## src/rtl/ramp_adc_pkg.sv

```systemverilog
`timescale 1ns/1ps
package ramp_adc_pkg;
  localparam int unsigned AUX_W       = 2;
  localparam int unsigned SYNC_STAGES = 2;

  typedef enum logic [AUX_W-1:0] {
    AUX_IN0  = 2'b00,
    AUX_IN1  = 2'b01,
    AUX_IN2  = 2'b10,
    AUX_VREF = 2'b11
  } aux_sel_e;
endpackage

```

## src/rtl/ramp_sync_gen.sv

```systemverilog
`timescale 1ns/1ps
module ramp_sync_gen #(
  parameter int unsigned LEN_W = 8
) (
  input  logic             clk_i,
  input  logic             rst_ni,
  input  logic             req_i,
  input  logic [LEN_W-1:0] len_i,
  output logic             hold_o,
  output logic             start_o
);
  logic             hold_q;
  logic [LEN_W-1:0] cnt_q;

  assign start_o = req_i & ~hold_q;
  assign hold_o  = hold_q;

  always_ff @(posedge clk_i or negedge rst_ni) begin
    if (!rst_ni) begin
      hold_q <= 1'b0;
      cnt_q  <= '0;
    end else if (start_o) begin
      hold_q <= 1'b1;
      cnt_q  <= (len_i == '0) ? '0 : len_i - 1'b1;
    end else if (hold_q) begin
      if (cnt_q == '0) hold_q <= 1'b0;
      else             cnt_q  <= cnt_q - 1'b1;
    end
  end

  p_start_hold_r1: assert property (@(posedge clk_i) disable iff (!rst_ni)
    start_o |=> hold_o);
  p_len_keep_r1: assert property (@(posedge clk_i) disable iff (!rst_ni)
    (hold_o && cnt_q != '0) |=> hold_o);
  p_len_end_r1: assert property (@(posedge clk_i) disable iff (!rst_ni)
    (hold_o && cnt_q == '0) |=> !hold_o);
endmodule

```

## src/rtl/ramp_timer.sv

```systemverilog
`timescale 1ns/1ps
module ramp_timer #(
  parameter int unsigned TW = 12
) (
  input  logic          clk_i,
  input  logic          rst_ni,
  input  logic          hold_i,
  input  logic          fast_i,
  output logic [TW-1:0] cnt_o
);
  localparam logic [TW-1:0] CNT_MAX = {TW{1'b1}};

  logic          phase_q;
  logic          tick;
  logic [TW-1:0] cnt_q;

  assign tick  = fast_i | phase_q;
  assign cnt_o = cnt_q;

  always_ff @(posedge clk_i or negedge rst_ni) begin
    if (!rst_ni) begin
      cnt_q   <= '0;
      phase_q <= 1'b0;
    end else if (hold_i) begin
      cnt_q   <= '0;
      phase_q <= 1'b0;
    end else begin
      phase_q <= ~phase_q;
      if (tick && cnt_q != CNT_MAX) cnt_q <= cnt_q + 1'b1;
    end
  end

  p_hold_zero_r2: assert property (@(posedge clk_i) disable iff (!rst_ni)
    hold_i |=> cnt_o == '0);
  p_unit_step_r3: assert property (@(posedge clk_i) disable iff (!rst_ni)
    !hold_i |=> (cnt_o - $past(cnt_o)) <= TW'(1));
  p_sat_hold_r4: assert property (@(posedge clk_i) disable iff (!rst_ni)
    (!hold_i && cnt_o == CNT_MAX) |=> cnt_o == CNT_MAX);
endmodule

```

## src/rtl/ramp_chan.sv

```systemverilog
`timescale 1ns/1ps
module ramp_chan
  import ramp_adc_pkg::*;
#(
  parameter int unsigned TW = 12
) (
  input  logic          clk_i,
  input  logic          rst_ni,
  input  logic          cmp_i,
  input  logic          start_i,
  input  logic          hold_i,
  input  logic [TW-1:0] cnt_i,
  output logic [TW-1:0] res_o,
  output logic          vld_o
);
  localparam logic [TW-1:0] CNT_MAX = {TW{1'b1}};

  // stages 0..SYNC_STAGES-1 synchronize, last stage holds the previous value for edge detect
  logic [SYNC_STAGES:0] sh_q;
  logic                 rise;
  logic [TW-1:0]        res_q;
  logic                 vld_q;

  assign rise  = sh_q[SYNC_STAGES-1] & ~sh_q[SYNC_STAGES];
  assign res_o = res_q;
  assign vld_o = vld_q;

  always_ff @(posedge clk_i or negedge rst_ni) begin
    if (!rst_ni) sh_q <= '0;
    else         sh_q <= {sh_q[SYNC_STAGES-1:0], cmp_i};
  end

  always_ff @(posedge clk_i or negedge rst_ni) begin
    if (!rst_ni) begin
      res_q <= '0;
      vld_q <= 1'b0;
    end else if (start_i) begin
      vld_q <= 1'b0;
      if (!vld_q) res_q <= CNT_MAX;
    end else if (!hold_i && rise && !vld_q) begin
      res_q <= cnt_i;
      vld_q <= 1'b1;
    end
  end

  p_cap_value_r5: assert property (@(posedge clk_i) disable iff (!rst_ni)
    $rose(vld_o) |-> res_o == $past(cnt_i));
  p_first_only_r6: assert property (@(posedge clk_i) disable iff (!rst_ni)
    (vld_o && !start_i) |=> ($stable(res_o) && vld_o));
  p_miss_max_r7: assert property (@(posedge clk_i) disable iff (!rst_ni)
    (start_i && !vld_o) |=> res_o == CNT_MAX);
  p_vld_clear_r8: assert property (@(posedge clk_i) disable iff (!rst_ni)
    start_i |=> !vld_o);
  p_hold_ignore_r9: assert property (@(posedge clk_i) disable iff (!rst_ni)
    (hold_i && !vld_o && !start_i) |=> !vld_o);
endmodule

```

## src/rtl/ramp_adc_capture.sv

```systemverilog
`timescale 1ns/1ps
module ramp_adc_capture
  import ramp_adc_pkg::*;
#(
  parameter int unsigned TW     = 12,
  parameter int unsigned LEN_W  = 8,
  parameter int unsigned N_MAIN = 3,
  parameter int unsigned TRIM_W = 3
) (
  input  logic                       clk_i,
  input  logic                       rst_ni,
  input  logic                       sync_req_i,
  input  logic [LEN_W-1:0]           sync_len_i,
  input  logic                       rate_fast_i,
  input  logic [AUX_W-1:0]           aux_sel_i,
  input  logic [TRIM_W-1:0]          trim_i,
  input  logic [N_MAIN:0]            cmp_i,
  output logic                       cap_rst_o,
  output logic [AUX_W-1:0]           aux_sel_o,
  output logic                       ref_cal_o,
  output logic [TRIM_W-1:0]          trim_o,
  output logic [(N_MAIN+1)*TW-1:0]   result_o,
  output logic [N_MAIN:0]            valid_o
);
  localparam int unsigned NCH = N_MAIN + 1;

  logic          hold;
  logic          start;
  logic [TW-1:0] cnt;
  aux_sel_e      aux_q;
  logic [TRIM_W-1:0] trim_q;

  ramp_sync_gen #(.LEN_W(LEN_W)) u_sync (
    .clk_i   (clk_i),
    .rst_ni  (rst_ni),
    .req_i   (sync_req_i),
    .len_i   (sync_len_i),
    .hold_o  (hold),
    .start_o (start)
  );

  ramp_timer #(.TW(TW)) u_timer (
    .clk_i  (clk_i),
    .rst_ni (rst_ni),
    .hold_i (hold),
    .fast_i (rate_fast_i),
    .cnt_o  (cnt)
  );

  for (genvar k = 0; k < NCH; k++) begin : g_chan
    ramp_chan #(.TW(TW)) u_chan (
      .clk_i   (clk_i),
      .rst_ni  (rst_ni),
      .cmp_i   (cmp_i[k]),
      .start_i (start),
      .hold_i  (hold),
      .cnt_i   (cnt),
      .res_o   (result_o[k*TW +: TW]),
      .vld_o   (valid_o[k])
    );
  end

  always_ff @(posedge clk_i or negedge rst_ni) begin
    if (!rst_ni) begin
      aux_q  <= AUX_IN0;
      trim_q <= '0;
    end else begin
      aux_q  <= aux_sel_e'(aux_sel_i);
      trim_q <= trim_i;
    end
  end

  assign cap_rst_o = hold;
  assign aux_sel_o = aux_q;
  assign ref_cal_o = (aux_q == AUX_VREF);
  assign trim_o    = trim_q;
endmodule

```

## config.mk

```make
export PLATFORM = sky130hd
export DESIGN_NAME = ramp_adc_capture
export DESIGN_NICKNAME = d
export VERILOG_FILES = /design/src/rtl/ramp_adc_pkg.sv /design/src/rtl/ramp_sync_gen.sv /design/src/rtl/ramp_timer.sv /design/src/rtl/ramp_chan.sv /design/src/rtl/ramp_adc_capture.sv
export SDC_FILE = /design/constraint.sdc
export NUM_CORES = 1
export LEC_CHECK = 0
export BUFFER_PORTS_ARGS = -buffer_cell sky130_fd_sc_hd__buf_2
export CORE_ASPECT_RATIO = 0.8
export CORE_MARGIN = 1
export CORE_UTILIZATION = 35
export DETAILED_ROUTE_END_ITERATION = 6
export SETUP_SLACK_MARGIN = 0.02
export SYNTH_ARGS = -nofsm -noshare
export SYNTH_HDL_FRONTEND = slang
export SYNTH_SLANG_ARGS = --single-unit
```

## constraint.sdc

```tcl
create_clock -name clk_i -period 1.7 [get_ports clk_i]
set_input_delay 0.085 -clock clk_i [delete_from_list [all_inputs] [get_ports clk_i]]
set_output_delay 0.085 -clock clk_i [all_outputs]
set_load 0.01 [all_outputs]
```

==> impl_results.html <==
<table>
<tr><th>Metric</th><th>Value</th></tr>
<tr><th colspan="2">STA</th></tr>
<tr><td>Crit path setup slack, layout</td><td>-0.00911 ns</td></tr>
<tr><td>Worst-case clock skew</td><td>about 0.0080 ns</td></tr>
<tr><td>Final count of negative-setup-slack endpoints</td><td>1</td></tr>
<tr><td>Final hold violations</td><td>0</td></tr>
<tr><td>Setup repair after global routing missed its margin</td><td>true</td></tr>
<tr><td>Fin Hold WS</td><td>0.0884 ns</td></tr>
<tr><td>Final worst path period share</td><td>1.01</td></tr>
<tr><td>Highest attainable clock frequency</td><td>just under 600 MHz</td></tr>
<tr><td>Transition time at the pin with the least slew margin</td><td>0.485 ns</td></tr>
<tr><td>Normalized max-slew margin</td><td>0.677</td></tr>
<tr><td>Clock period minus worst slack</td><td>1.71 ns</td></tr>
<tr><td>Setup TNS</td><td>-0.00911 ns</td></tr>
<tr><td>Final Max Tran Viols</td><td>0</td></tr>
<tr><th colspan="2">Critical path</th></tr>
<tr><td>Data required time at the worst endpoint</td><td>1.92 ns</td></tr>
<tr><td>Signal arrival time at the worst endpoint</td><td>1.93 ns</td></tr>
<tr><td>Top Family by Delay on Critical Path</td><td>simple AND/OR/NAND/NOR gates</td></tr>
<tr><td>Critical register-to-register path startpoint</td><td>u_sync.cnt_q[1]</td></tr>
<tr><td>Type of destination of the critical path</td><td>flip-flop</td></tr>
<tr><td>Worst reg-to-reg setup slack</td><td>-0.009 ns</td></tr>
<tr><td>Cell with the largest stage delay on the worst path</td><td>or4b_4</td></tr>
<tr><td>Reg-to-Reg End</td><td>u_sync.cnt_q[1]</td></tr>
<tr><td>Sum of buffers and inverters on the critical path</td><td>1</td></tr>
<tr><td>Depth of the worst register-to-register path</td><td>6</td></tr>
<tr><td>Ordered list of cells on the worst path</td><td>inv_2 &gt; ha_4 &gt; or4b_4 &gt; o21ai_4 &gt; nand2_2 &gt; o22a_1</td></tr>
<tr><td>Worst Setup Path Type</td><td>reg -&gt; reg</td></tr>
<tr><td>Biggest fanout along the worst timing path</td><td>5</td></tr>
<tr><td>Startpoint class of the critical path</td><td>flip-flop</td></tr>
<tr><td>Crit path largest cell delay</td><td>0.50 ns</td></tr>
<tr><th colspan="2">Finish</th></tr>
<tr><td>Summed area of non-filler cells in the final layout</td><td>around 5000 um^2</td></tr>
<tr><td>Fillcell total</td><td>984</td></tr>
<tr><td>Number of antenna diodes</td><td>0</td></tr>
<tr><td>Flip-flop and latch area</td><td>around 2300 um^2</td></tr>
<tr><td>Area of the multi-input gates</td><td>1430 um^2</td></tr>
<tr><td>Area Growth Syn to Fin</td><td>31.9%</td></tr>
<tr><td>Nets</td><td>just over 500</td></tr>
<tr><td>Proportion of layout cells with a drive suffix above 1</td><td>0.296</td></tr>
<tr><th colspan="2">Worst hold path</th></tr>
<tr><td>Worst min path class</td><td>in -&gt; reg</td></tr>
<tr><td>Capture endpoint of the worst hold path</td><td>u_sync.cnt_q[0]</td></tr>
<tr><td>Cells on Worst Hold Path</td><td>3</td></tr>
<tr><td>Hold Startpoint</td><td>sync_len_i[0]</td></tr>
<tr><th colspan="2">Power</th></tr>
<tr><td>Clock power frac</td><td>0.381</td></tr>
<tr><td>Overall power after layout</td><td>5.70 mW</td></tr>
<tr><td>Psw</td><td>approximately 1.6 mW</td></tr>
<tr><td>Sequential group share of total power</td><td>0.434</td></tr>
<tr><td>Internal power consumption</td><td>4.15 mW</td></tr>
<tr><td>Combinational group share of total power</td><td>0.185</td></tr>
<tr><td>Power per unit of standard cell area</td><td>1140 nW/um^2</td></tr>
<tr><td>Leakage power</td><td>2.34 nW</td></tr>
<tr><td>Maximum resistive drop on vdd</td><td>0.534 mV</td></tr>
<tr><td>Sw Ratio</td><td>0.273</td></tr>
<tr><th colspan="2">Place</th></tr>
<tr><td>Sum of net half-perimeters after detailed placement</td><td>about 6400 um</td></tr>
<tr><td>Count of buffers from port buffering</td><td>79</td></tr>
<tr><td>Placer Congestion</td><td>0.804</td></tr>
<tr><td>Area post-placement</td><td>4490 um^2</td></tr>
<tr><th colspan="2">Yosys</th></tr>
<tr><td>Number of synthesized register bits</td><td>91</td></tr>
<tr><td>Mean area per synthesized cell</td><td>10.2 um^2</td></tr>
<tr><td>Count of synthesis-stage warnings from yosys</td><td>0</td></tr>
<tr><td>Count of flip-flops with a built-in enable after synthesis</td><td>0</td></tr>
<tr><td>Number of nets produced by synthesis</td><td>397</td></tr>
<tr><td>Proportion of register bits with asynchronous set or reset after synthesis</td><td>1.00</td></tr>
<tr><td>Number of distinct library cells after synthesis</td><td>47</td></tr>
<tr><td>Synthesized netlist cell count</td><td>371</td></tr>
<tr><td>Total standard cell area after synthesis</td><td>3790 um^2</td></tr>
<tr><td>Portion of the post-synthesis area used by sequential elements</td><td>0.600</td></tr>
<tr><td>Most used DFF post-synth</td><td>dfrtp_1</td></tr>
<tr><th colspan="2">Routing</th></tr>
<tr><td>Violation count after the first detailed-route iteration</td><td>234</td></tr>
<tr><td>Post-route DRC violation count</td><td>0</td></tr>
<tr><td>Vias after detailed routing</td><td>between 3000 and 4000</td></tr>
<tr><td>Aggregate routed wire length</td><td>8900 um</td></tr>
<tr><td>Per-cell routed wire length</td><td>14.2 um</td></tr>
<tr><td>Number of detailed-route iterations in the first pass</td><td>4</td></tr>
<tr><td>Ratio of routed vias to standard cells</td><td>4.99</td></tr>
<tr><td>Remaining antenna violation count after routing</td><td>0</td></tr>
<tr><th colspan="2">CTS</th></tr>
<tr><td>CTS H-tree depth</td><td>3</td></tr>
<tr><td>CTS tree</td><td>yes</td></tr>
<tr><td>Maximum buffer depth of the clock tree</td><td>2</td></tr>
<tr><td>Root buffer cell</td><td>clkbuf_16</td></tr>
<tr><td>Clock slew at the register clock pins of the worst setup and hold paths</td><td>around 0.06 ns</td></tr>
<tr><td>TritonCTS sink count</td><td>91</td></tr>
<tr><td>Number of buffers added by the clock tree synthesis step</td><td>9</td></tr>
<tr><td>Insertion delay of the later-clocked pin in the worst-skew pair</td><td>approximately 0.34 ns</td></tr>
<tr><th colspan="2">Floorplan</th></tr>
<tr><td>Floorplan row count</td><td>33</td></tr>
<tr><td>I/O pin cnt</td><td>80</td></tr>
<tr><td>Core area</td><td>10400 um^2</td></tr>
<tr><td>Die X</td><td>~120 um</td></tr>
<tr><td>Total die area</td><td>11300 um^2</td></tr>
<tr><td>Vertical die dimension</td><td>95.1 um</td></tr>
<tr><td>Initial Utilization</td><td>0.365</td></tr>
<tr><th colspan="2">GRT</th></tr>
<tr><td>Number of global-route vias before repair</td><td>2941</td></tr>
<tr><td>Number of antenna violations at the first check in global routing</td><td>1</td></tr>
<tr><td>Global routing usage summed across all routing layers</td><td>0.168</td></tr>
<tr><td>Pin count of the biggest net entering global routing</td><td>38</td></tr>
<tr><td>Overflow left after global routing</td><td>0</td></tr>
<tr><td>Global-route wire length before repair</td><td>14700 um</td></tr>
<tr><th colspan="2">Flow run</th></tr>
<tr><td>Count of max-cap constraint violations</td><td>0</td></tr>
<tr><th colspan="2">Status</th></tr>
<tr><td>Failing checks</td><td>setup timing</td></tr>
<tr><td>Result of the run</td><td>finished with violations</td></tr>
</table>
[worst register-to-register path, cell delays in order (launching register included)]
cell     delay [ns]
dfrtp_1        0.39
inv_2          0.09
ha_4           0.13
or4b_4         0.50
o21ai_4        0.21
nand2_2        0.09
o22a_1         0.19
[power groups by stage]
stage          clock network (mW)  logic (mW)  registers, mW
4_1_cts                      2.21        1.03           2.47
5_1_grt                      2.30        1.18           2.49
2_1_floorplan                   0       0.584           2.51
3_5_place_dp                    0       0.949           2.50
3_3_place_gp                    0       0.923           2.50
6_report                     2.17        1.06           2.47
[stage by stage]
stage,cells,util,worst slack (ns)
4_1_cts,625,0.476,-0.0318
3_3_place_gp,596,0.431,0.00500
3_5_place_dp,596,0.431,-0.0738
6_report,627,0.481,-0.00911
5_1_grt,627,0.481,-0.0875
2_1_floorplan,371,-,0.0191
[repair_timing]
item | CTS | global route
pin swaps | 3 | 11
hold endpoints to repair | 44 | 0
setup endpoints to repair | 5 | 11
hold buffers | 10 | 0
gates cloned | 0 | 0
setup buffers | 3 | 2
resized for setup | 5 | 12
[synth_stat cells (4+ instances only)]
cell type,n,share of area
o21ai_1,4,0.0053
ha_1,5,0.016
clkbuf_1,11,0.011
nor2_1,30,0.030
nor2b_1,5,0.0082
nand3_1,4,0.0053
xor2_1,4,0.0092
o21ai_0,59,0.078
dfrtp_1,91,0.60
inv_1,12,0.012
a21oi_1,14,0.018
nor3_1,4,0.0053
or4_1,4,0.0079
or3_1,5,0.0082
nand2_1,59,0.058
o22ai_1,4,0.0066
buf_4,6,0.012
[how the worst max path moves through the flow]
stage / to / cells past startpoint / from / slack (ns)
final: u_sync.cnt_q[1] / 6 / u_sync.cnt_q[1] / -0.009
after global routing: u_sync.cnt_q[1] / 6 / u_sync.cnt_q[1] / -0.09
after CTS: u_sync.cnt_q[1] / 6 / u_sync.cnt_q[1] / -0.03
after detailed placement: u_sync.cnt_q[1] / 6 / u_sync.cnt_q[1] / -0.07
after global placement: u_sync.cnt_q[1] / 6 / u_sync.cnt_q[0] / 0.005
after floorplan: u_sync.cnt_q[1] / 6 / u_sync.cnt_q[0] / 0.02
[metal layers]
layer | global-route usage | part of all wire | vias up
li1 | - | - | 1509
met1 | 0.227 | 0.49 | 1514
met2 | 0.261 | 0.44 | 94
met3 | 0.0461 | 0.056 | 9
met4 | 0.0570 | 0.012 | 2
met5 | 0 | 0.0015 | -
[registers in the layout (all words and copies together) (netlist names)]
register,cells
g_chan.u_chan.res_o,48
g_chan.u_chan.sh_q,12
u_timer.cnt_o,12
u_timer.phase_q,1
aux_sel_o,2
g_chan.u_chan.vld_o,4
trim_o,3
u_sync.hold_o,1
u_sync.cnt_q,8
[kinds of logic after synthesis]
kind of cell | synth area share
simple gates | 0.169
flops | 0.600
xor+xnor | 0.0162
buf+inv | 0.0369
fa+ha+maj | 0.0165
mux | 0.00792
compound gates | 0.153
[final cells by class]
class	count	share of cell area
clock inverters	6	0.0193
clock buffers	10	0.0458
inverters	12	0.00900
well taps	140	0.0350
flip-flops and latches	91	0.456
multi-input cells	249	0.287
repair buffers	119	0.149
[layout by cell type (no fill, tap or decap), drive strengths merged, types with 4 or more instances in the layout]
| cell type | netlist | layout |
|---|---|---|
| nand3 | 4 | 4 |
| or3 | 7 | 7 |
| nand2 | 59 | 59 |
| nand4 | 4 | 4 |
| inv | 12 | 14 |
| or4 | 4 | 4 |
| o22ai | 4 | 4 |
| a21oi | 14 | 14 |
| nor3 | 4 | 4 |
| buf | 8 | 109 |
| clkbuf | 11 | 10 |
| dfrtp | 91 | 91 |
| xor2 | 4 | 4 |
| nor4 | 4 | 4 |
| nor2 | 30 | 30 |
| o21ai | 64 | 64 |
| ha | 5 | 5 |
| nor2b | 5 | 5 |
| dlygate4sd3 | 0 | 10 |
No activity file was read; power rests on OpenSTA's default activity.
